## config.mk

```make
export PLATFORM = sky130hd
export DESIGN_NAME = sync_serial_xcvr
export DESIGN_NICKNAME = d
export VERILOG_FILES = /design/src/rtl/ssx_pkg.sv /design/src/rtl/ssx_sync.sv /design/src/rtl/ssx_clkgen.sv /design/src/rtl/ssx_tx.sv /design/src/rtl/ssx_rx.sv /design/src/rtl/sync_serial_xcvr.sv
export SDC_FILE = /design/constraint.sdc
export NUM_CORES = 1
export LEC_CHECK = 0
export BUFFER_PORTS_ARGS = -buffer_cell sky130_fd_sc_hd__buf_2
export CAP_MARGIN = 40
export CORE_ASPECT_RATIO = 1.1
export CORE_UTILIZATION = 50
export DETAILED_ROUTE_END_ITERATION = 16
export PLACE_DENSITY = 0.68
export SLEW_MARGIN = 20
export SYNTH_ARGS = -nofsm -noshare
export SYNTH_HDL_FRONTEND = slang
export SYNTH_SLANG_ARGS = --single-unit
```

## constraint.sdc

```tcl
create_clock -name clk -period 3.5 [get_ports clk]
set_clock_uncertainty 0.15 [all_clocks]
set_input_delay 0.7 -clock clk [delete_from_list [all_inputs] [get_ports clk]]
set_output_delay 0.7 -clock clk [all_outputs]
set_load 0.1 [all_outputs]
```

## src/rtl/ssx_pkg.sv

```systemverilog
package ssx_pkg;
  // Shift one serial bit into the top of a right-shifting register (LSB first arrival).
  function automatic logic [7:0] ssx_shift_in(input logic [7:0] cur, input logic bit_in);
    return {bit_in, cur[7:1]};
  endfunction

  // Advance the transmit shifter: drop the bit just sent, fill with idle level.
  function automatic logic [7:0] ssx_shift_out(input logic [7:0] cur);
    return {1'b1, cur[7:1]};
  endfunction

  // True when a bit counter points at the final bit of a byte.
  function automatic logic ssx_is_last(input logic [3:0] cnt, input int unsigned width);
    return (int'(cnt) == int'(width) - 1);
  endfunction
endpackage

```

## src/rtl/ssx_sync.sv

```systemverilog
module ssx_sync #(
  parameter int unsigned STAGES    = 2,
  parameter logic        RESET_VAL = 1'b1
) (
  input  logic clk,
  input  logic rst_n,
  input  logic async_i,
  output logic level_o
);
  logic [STAGES-1:0] chain_q;

  generate
    for (genvar g = 0; g < STAGES; g++) begin : g_stage
      always_ff @(posedge clk or negedge rst_n) begin
        if (!rst_n) chain_q[g] <= RESET_VAL;
        else if (g == 0) chain_q[g] <= async_i;
        else chain_q[g] <= chain_q[(g == 0) ? 0 : g-1];
      end
    end
  endgenerate

  assign level_o = chain_q[STAGES-1];
endmodule

```

## src/rtl/ssx_clkgen.sv

```systemverilog
module ssx_clkgen (
  input  logic clk,
  input  logic rst_n,
  input  logic run_i,
  input  logic tick_i,
  output logic sclk_o,
  output logic rise_o,
  output logic fall_o
);
  logic sclk_q;

  assign rise_o = run_i && tick_i && !sclk_q;
  assign fall_o = run_i && tick_i &&  sclk_q;

  always_ff @(posedge clk or negedge rst_n) begin
    if (!rst_n)      sclk_q <= 1'b1;
    else if (!run_i) sclk_q <= 1'b1;
    else if (tick_i) sclk_q <= ~sclk_q;
  end

  assign sclk_o = sclk_q;

  // once the generator stops, the clock rests high
  a_r4_rest_high: assert property (@(posedge clk) disable iff (!rst_n)
    (!run_i && $past(!run_i)) |-> sclk_q);
endmodule

```

## src/rtl/ssx_tx.sv

```systemverilog
module ssx_tx import ssx_pkg::*; #(
  parameter int unsigned DATA_W = 8,
  localparam int unsigned CNT_W = 4
) (
  input  logic              clk,
  input  logic              rst_n,
  input  logic              rise_evt_i,
  input  logic [DATA_W-1:0] data_i,
  input  logic              load_i,
  output logic              empty_o,
  output logic              busy_o,
  output logic              sdo_o
);
  logic [DATA_W-1:0] hold_q;
  logic              hold_full_q;
  logic [DATA_W-1:0] shreg_q;
  logic [CNT_W-1:0]  cnt_q;
  logic              busy_q;
  logic              finishing;
  logic              load_shift;
  logic              accept;

  assign finishing  = busy_q && rise_evt_i && ssx_is_last(cnt_q, DATA_W);
  assign load_shift = hold_full_q && (!busy_q || finishing);
  assign accept     = load_i && !hold_full_q;

  always_ff @(posedge clk or negedge rst_n) begin
    if (!rst_n) begin
      hold_q      <= '0;
      hold_full_q <= 1'b0;
    end else if (accept) begin
      hold_q      <= data_i;
      hold_full_q <= 1'b1;
    end else if (load_shift) begin
      hold_full_q <= 1'b0;
    end
  end

  always_ff @(posedge clk or negedge rst_n) begin
    if (!rst_n) begin
      shreg_q <= '1;
      cnt_q   <= '0;
      busy_q  <= 1'b0;
    end else if (load_shift) begin
      shreg_q <= hold_q;
      cnt_q   <= '0;
      busy_q  <= 1'b1;
    end else if (busy_q && rise_evt_i) begin
      if (ssx_is_last(cnt_q, DATA_W)) begin
        busy_q  <= 1'b0;
        shreg_q <= '1;
      end else begin
        shreg_q <= ssx_shift_out(shreg_q);
        cnt_q   <= cnt_q + 1'b1;
      end
    end
  end

  assign empty_o = !hold_full_q;
  assign busy_o  = busy_q;
  assign sdo_o   = busy_q ? shreg_q[0] : 1'b1;

  // the data line only moves after a rising edge or a fresh byte entering the shifter
  a_r5_sdo_on_rise: assert property (@(posedge clk) disable iff (!rst_n)
    !$stable(sdo_o) |-> $past(rise_evt_i || load_shift));
  // a load against a full holding register leaves the held byte untouched
  a_r7_full_load_ignored: assert property (@(posedge clk) disable iff (!rst_n)
    (hold_full_q && load_i && !load_shift) |=> (hold_q == $past(hold_q)));
endmodule

```

## src/rtl/ssx_rx.sv

```systemverilog
module ssx_rx import ssx_pkg::*; #(
  parameter int unsigned DATA_W = 8,
  localparam int unsigned CNT_W = 4
) (
  input  logic              clk,
  input  logic              rst_n,
  input  logic              clear_i,
  input  logic              fall_evt_i,
  input  logic              sdi_i,
  input  logic              read_i,
  output logic [DATA_W-1:0] data_o,
  output logic              full_o
);
  logic [DATA_W-1:0] shreg_q;
  logic [CNT_W-1:0]  cnt_q;
  logic              done;
  logic [DATA_W-1:0] next_sh;

  assign next_sh = ssx_shift_in(shreg_q, sdi_i);
  assign done    = fall_evt_i && ssx_is_last(cnt_q, DATA_W);

  always_ff @(posedge clk or negedge rst_n) begin
    if (!rst_n) begin
      shreg_q <= '0;
      cnt_q   <= '0;
    end else if (clear_i) begin
      cnt_q   <= '0;
    end else if (fall_evt_i) begin
      shreg_q <= next_sh;
      cnt_q   <= done ? '0 : cnt_q + 1'b1;
    end
  end

  always_ff @(posedge clk or negedge rst_n) begin
    if (!rst_n) begin
      data_o <= '0;
      full_o <= 1'b0;
    end else if (done && !clear_i) begin
      data_o <= next_sh;
      full_o <= 1'b1;
    end else if (read_i) begin
      full_o <= 1'b0;
    end
  end

  // a completed byte can only appear right after a falling edge
  a_r6_full_after_fall: assert property (@(posedge clk) disable iff (!rst_n)
    $rose(full_o) |-> $past(fall_evt_i));
endmodule

```

## src/rtl/sync_serial_xcvr.sv

```systemverilog
module sync_serial_xcvr #(
  parameter int unsigned DATA_W      = 8,
  parameter int unsigned SYNC_STAGES = 2
) (
  input  logic              clk,
  input  logic              rst_n,
  input  logic              sync_en,
  input  logic              int_clk_sel,
  input  logic              baud_tick,
  input  logic              ext_sclk_in,
  output logic              sclk_out,
  output logic              sclk_oe,
  input  logic [DATA_W-1:0] tx_data,
  input  logic              tx_load,
  output logic              tx_empty,
  output logic              sdo,
  input  logic              sdi,
  output logic [DATA_W-1:0] rx_data,
  input  logic              rx_read,
  output logic              rx_full
);
  logic ext_lvl, ext_prev_q, sdi_lvl;
  logic ext_rise, ext_fall;
  logic gen_run, gen_rise, gen_fall;
  logic rise_evt, fall_evt;
  logic tx_busy, sdi_sel, use_int;

  ssx_sync #(.STAGES(SYNC_STAGES), .RESET_VAL(1'b1)) u_sync_clk (
    .clk(clk), .rst_n(rst_n), .async_i(ext_sclk_in), .level_o(ext_lvl));
  ssx_sync #(.STAGES(SYNC_STAGES), .RESET_VAL(1'b1)) u_sync_sdi (
    .clk(clk), .rst_n(rst_n), .async_i(sdi), .level_o(sdi_lvl));

  always_ff @(posedge clk or negedge rst_n) begin
    if (!rst_n) ext_prev_q <= 1'b1;
    else        ext_prev_q <= ext_lvl;
  end

  assign use_int  = sync_en && int_clk_sel;
  assign ext_rise = sync_en && !int_clk_sel &&  ext_lvl && !ext_prev_q;
  assign ext_fall = sync_en && !int_clk_sel && !ext_lvl &&  ext_prev_q;
  assign gen_run  = use_int && tx_busy;

  ssx_clkgen u_clkgen (
    .clk(clk), .rst_n(rst_n), .run_i(gen_run), .tick_i(baud_tick),
    .sclk_o(sclk_out), .rise_o(gen_rise), .fall_o(gen_fall));

  assign rise_evt = use_int ? gen_rise : ext_rise;
  assign fall_evt = use_int ? gen_fall : ext_fall;
  assign sdi_sel  = use_int ? sdi : sdi_lvl;
  assign sclk_oe  = use_int;

  ssx_tx #(.DATA_W(DATA_W)) u_tx (
    .clk(clk), .rst_n(rst_n), .rise_evt_i(rise_evt), .data_i(tx_data),
    .load_i(tx_load), .empty_o(tx_empty), .busy_o(tx_busy), .sdo_o(sdo));

  ssx_rx #(.DATA_W(DATA_W)) u_rx (
    .clk(clk), .rst_n(rst_n), .clear_i(!sync_en), .fall_evt_i(fall_evt),
    .sdi_i(sdi_sel), .read_i(rx_read), .data_o(rx_data), .full_o(rx_full));

  // the selected source never reports both edges in one cycle
  a_r9_one_edge: assert property (@(posedge clk) disable iff (!rst_n)
    $onehot0({rise_evt, fall_evt}));
  // with the mode bit clear no edge reaches the shifters
  a_r2_idle_when_off: assert property (@(posedge clk) disable iff (!rst_n)
    !sync_en |-> !(rise_evt || fall_evt));
  // pin driven and nothing shifting for two cycles means the clock is high
  a_r4_idle_pin_high: assert property (@(posedge clk) disable iff (!rst_n)
    (sclk_oe && !tx_busy && $past(!tx_busy) && $past(sclk_oe)) |-> sclk_out);
endmodule

```

Word-level counts from Yosys, hierarchy flattened
Cells that the tools add are included.

word-level totals
  register bits after elaboration = 49
  input bits = 17
  output and inout bits = 13

operators by class
  add/sub/neg operators = 2
  eq/ne operators = 5
  muxes and demuxes = 22
  bitwise gates (word level) = 1
  reduce and logical (&&, ||, !) cells = 30

operators with widths
  operator                                               count
  two-way mux 4 bit                                      6
  logical AND 1 bit                                      16
  two-way mux 8 bit                                      2
  two-way mux 1 bit                                      13
  adder 4 x 1 -> 4 bit, second input constant            2
  == test 4 bit, second input constant                   2
  nonzero test 2 bit                                     4
  two-way mux 7 bit                                      1
  logical NOT 1 bit                                      6
  AND reduction 2 bit                                    3
  inequality test 2 x 1 -> 1 bit, second input constant  2
  inequality test 2 bit, second input constant           1
  logical OR 1 bit                                       1
  inverter 1 bit                                         1

Logic depth before layout (Yosys ltp)
  word-level depth = 11
  depth in mapped cells = 7

Modules after synthesis
A second synthesis with hierarchy kept.

second synthesis, totals
  cell total of the unflattened synthesis = 152
  area, all modules = 2122.0 um^2

by module, submodules not included
  module            instances  cells each  area each (um^2)  seq. area each (um^2)
  ssx_tx            1          77          1057.3            560.5
  ssx_rx            1          54          814.5             500.5
  ssx_sync          2          2           52.6              52.6
  sync_serial_xcvr  1          11          91.3              26.3
  ssx_clkgen        1          6           53.8              26.3

Worst setup path after synthesis
Ideal clock, no wire load.

  path kind = input to output
  start = input sync_en
  end = output sclk_oe
  arrival time = 1654 ps
  data required time = 2650 ps
  setup slack = 996 ps
  cell stages on the path = 2
  cells stage by stage = buf_2 -> and2_1

between the ends
  word-level cells in the longest chain between the ends = 1

RTL lines
  item               RTL line                source
  from (decl)        sync_serial_xcvr.sv:7   input logic sync_en,
  logical AND 1 bit  sync_serial_xcvr.sv:38  assign use_int = sync_en && int_clk_sel;
  to (decl)          sync_serial_xcvr.sv:12  output logic sclk_oe,

No other way between the ends.

Final worst setup path
Ends and elaborated chain as after synthesis.

==> summary.md <==
| Metric | Value |
|---|---|
| Status | completed |
| Initial antenna violation count | 0 |
| Worst Setup Start Kind | input pin |
| Hold_buf cts | 0 |
| Sequential Area | between 1000 and 1500 sq um |
| Final setup fails | 0 |
| Critical path fanouts, max | 9 |
| Routed Wire Length | about 3.5 mm |
| Slew margin rel. | 52.4% |
| CP endpoint kind | primary output |
| Dpl hpwl | approximately 2.5 mm |
| Fill cells | roughly 340 |
| Drt pass-1 iters | 4 |
| Top Ports | 30 |
| Seq/Total Area, Yosys | 58.2% |
| Max Cap Violations | 0 |
| Leakage | between 1 and 1.5 nW |
| All-Layer GR Usage | ~18% |
| DRT iter0 DRCs | 54 |
| Area grow syn2layout | 15.1% |
| Syn_area_per_cell | approximately 13 sq um |
| Crit path DAT | 1530 ps |
| Clk buf depth | 2 |
| Mapped Area | 2090 sq um |
| CTS Buf Count | 5 |
| Vias in the first global route | 1317 |
| DRC Markers | 0 |
| Hold Crit Class | input pin to async pin |
| Min cycle time layout | about 2400 ps |
| Layout Cell Area excl Fill | between 2000 and 2500 sq um |
| Worst setup path category | input pin to primary output |
| Root Buffer | clkbuf_8 |
| Core Region | 3990 sq um |
| Initial Util | between 50% and 60% |
| Dpl cell area | 2300 sq um |
| Nets | 216 |
| Latest clock arrival within the worst-skew pair | 300 ps |
| First-pass GRT wire length | 5.99 mm |
| Clk pin slew, worst setup/hold paths | 80 ps |
| Mapped Cells | 164 |
| Largest net degree at the start of global routing | 30 |
| Post-CTS sizing | 0 |
| Num rows | 24 |
| CTS H-tree lvls | 2 |
| DR vias/cell | roughly 5.2 |
| Via count | approximately 1300 |
| CP Cell Sequence | buf_2 -> and2_1 -> buf_2 |
| Slew @ Worst Pin | about 700 ps |
| Die area | 4450 sq um |
| Synth Warn # | 0 |
| Fraction of layout cells with a size suffix above 1 | roughly two fifths |
| Final hold vios | 0 |
| Most frequent CP cell | buf_2 |
| Yosys reg bits | 48 |
| Worst path slowest cell | buf_2 |
| RePlAce Congestion | 0.683 |
| Buffers on Ports | 29 |
| Die X | 63.7 um |
| Largest stage delay, worst path | 450 ps |
| Die H | 69.9 um |
| Antenna Nets Post-Route | 0 |
| Post-CTS Setup Bufs | 0 |
| Wire per inst | approximately 14 um |
| GR Overflow Total | 0 |
| Final count of pins violating max slew | 0 |
| Power Density | around 600 nW/um^2 |
| Unrepaired setup endpoints after global routing | no |
| Multi-input gate area | 810 sq um |
| Tcrit/Tclk final | 68.0% |
| TritonCTS Sinks | 48 |
| Syn nets | 183 |
| Fin Setup TNS | 0 ps |
| Worst hold margin | around 180 ps |
| CTS tree | yes |
| Synth cell types | 34 |
| Antenna diodes | 0 |
| Peak VDD IR | between 0.3 and 0.4 mV |
| CP required | roughly 2700 ps |
| FMAX | ~0.42 GHz |
==> cell usage in the layout (no fill, tap or decap), types with 3 or more instances in the layout <==
cell       n
inv_1     10
mux2_1     4
dfstp_2   14
buf_2     29
nand3_1    4
mux2_2    23
nand2_1    7
o21ai_0    7
dfrtp_1   34
nor2_1    14
clkbuf_8   5
nor2b_1    3
mux2i_1   12
==> power by group <==
part | internal, W | total, W | switching (W)
logic | 0.000134 | 0.000302 | 0.000168
registers | 0.000692 | 0.000764 | 0.0000712
clock network | 0.000212 | 0.000388 | 0.000176
total | 0.00104 | 0.00145 | 0.000416
==> registers in the layout, summed over array words and instances, names as in the netlist, 4 cells and up <==
name / cells
u_tx.cnt_q: 4
u_rx.shreg_q: 7
u_tx.shreg_q: 8
u_rx.cnt_q: 4
u_rx.data_o: 8
u_tx.hold_q: 8
==> logic make-up (layout without fill, tap and decap cells) <==
logic type	count (synthesis)	count (layout)	synth area share (%)
multiplexers	39	39	20.3
buffers and inverters	15	49	3.17
flip-flops	48	48	58.2
adder cells (fa/ha/maj)	2	2	1.19
XOR/XNOR	3	3	1.25
AND/OR/NAND/NOR	40	40	10.6
AO/OA/AOI/OAI	17	17	5.38
==> final cells by class <==
class                   instances  area share [%]
well taps                      52            2.70
repair buffers                 31            7.16
clock inverters                 2            1.45
multi-input cells             101            33.6
inverters                      10            1.56
flip-flops and latches         48            50.5
clock buffers                   6            3.01
==> routing by layer <==
metal / up-vias / track usage (%) / wire [um] / part of all wire, %
met3: 8 / 3.59 / 143 / 4.1
met2: 30 / 29.2 / 1680 / 49
li1: 623 / - / - / -
met1: 651 / 21.8 / 1550 / 45
met5: - / 0 / 0 / 0
met4: 0 / 9.09 / 79 / 2.3
==> per-stage QoR <==
| stage | power [W] | setup WS, ps | util, % | std cells |
|---|---|---|---|---|
| floorplan | 0.00100 | 996 | - | 164 |
| global placement | 0.00106 | 1070 | 57.0 | 240 |
| detailed placement | 0.00108 | 1010 | 57.5 | 241 |
| CTS | 0.00147 | 1120 | 60.2 | 249 |
| global route | 0.00153 | 1050 | 60.4 | 250 |
| finish | 0.00145 | 1120 | 60.4 | 250 |
==> cell usage after synthesis (all sizes together) <==
master / n / area, sq um
dfrtp: 34 / 851
mux2: 27 / 304
nor2: 15 / 58.8
dfstp: 14 / 368
mux2i: 12 / 120
inv: 10 / 37.5
o21ai: 10 / 57.6
nand2: 7 / 26.3
buf: 4 / 25.0
nand3: 4 / 20.0
a21oi: 3 / 18.8
nor2b: 3 / 18.8
and2: 2 / 12.5
and3b: 2 / 17.5
ha: 2 / 25.0
or4: 2 / 15.0
xnor2: 2 / 17.5
a21boi: 1 / 7.51
and4: 1 / 11.3
and4b: 1 / 11.3
and4bb: 1 / 12.5
clkbuf: 1 / 3.75
nor3: 1 / 5.00
nor3b: 1 / 12.5
o211ai: 1 / 12.5
o21a: 1 / 7.51
o221ai: 1 / 8.76
xor2: 1 / 8.76
==> final timing paths <==
path / startpoint / end / slack, ps / cells after the start
worst max register to register: u_tx.cnt_q[0] / u_tx.shreg_q[1] / 1170 / 5
worst max-delay path: sync_en / sclk_oe / 1120 / 3
worst min-delay path: rst_n / u_rx.cnt_q[0] / 180 / 1
worst min register to register: u_sync_clk.chain_q[0] / u_sync_clk.level_o / 210 / 0
max in group asynchronous: rst_n / u_tx.shreg_q[1] / 2440 / 2
min in group clk: u_sync_clk.chain_q[0] / u_sync_clk.level_o / 210 / 0
==> critical path, delay by kind of cell <==
kind / cells / cell delay, ps
buffers and inverters: 2 / 620
and+or+nand+nor: 1 / 210
Power figures use the tool's default switching activity.
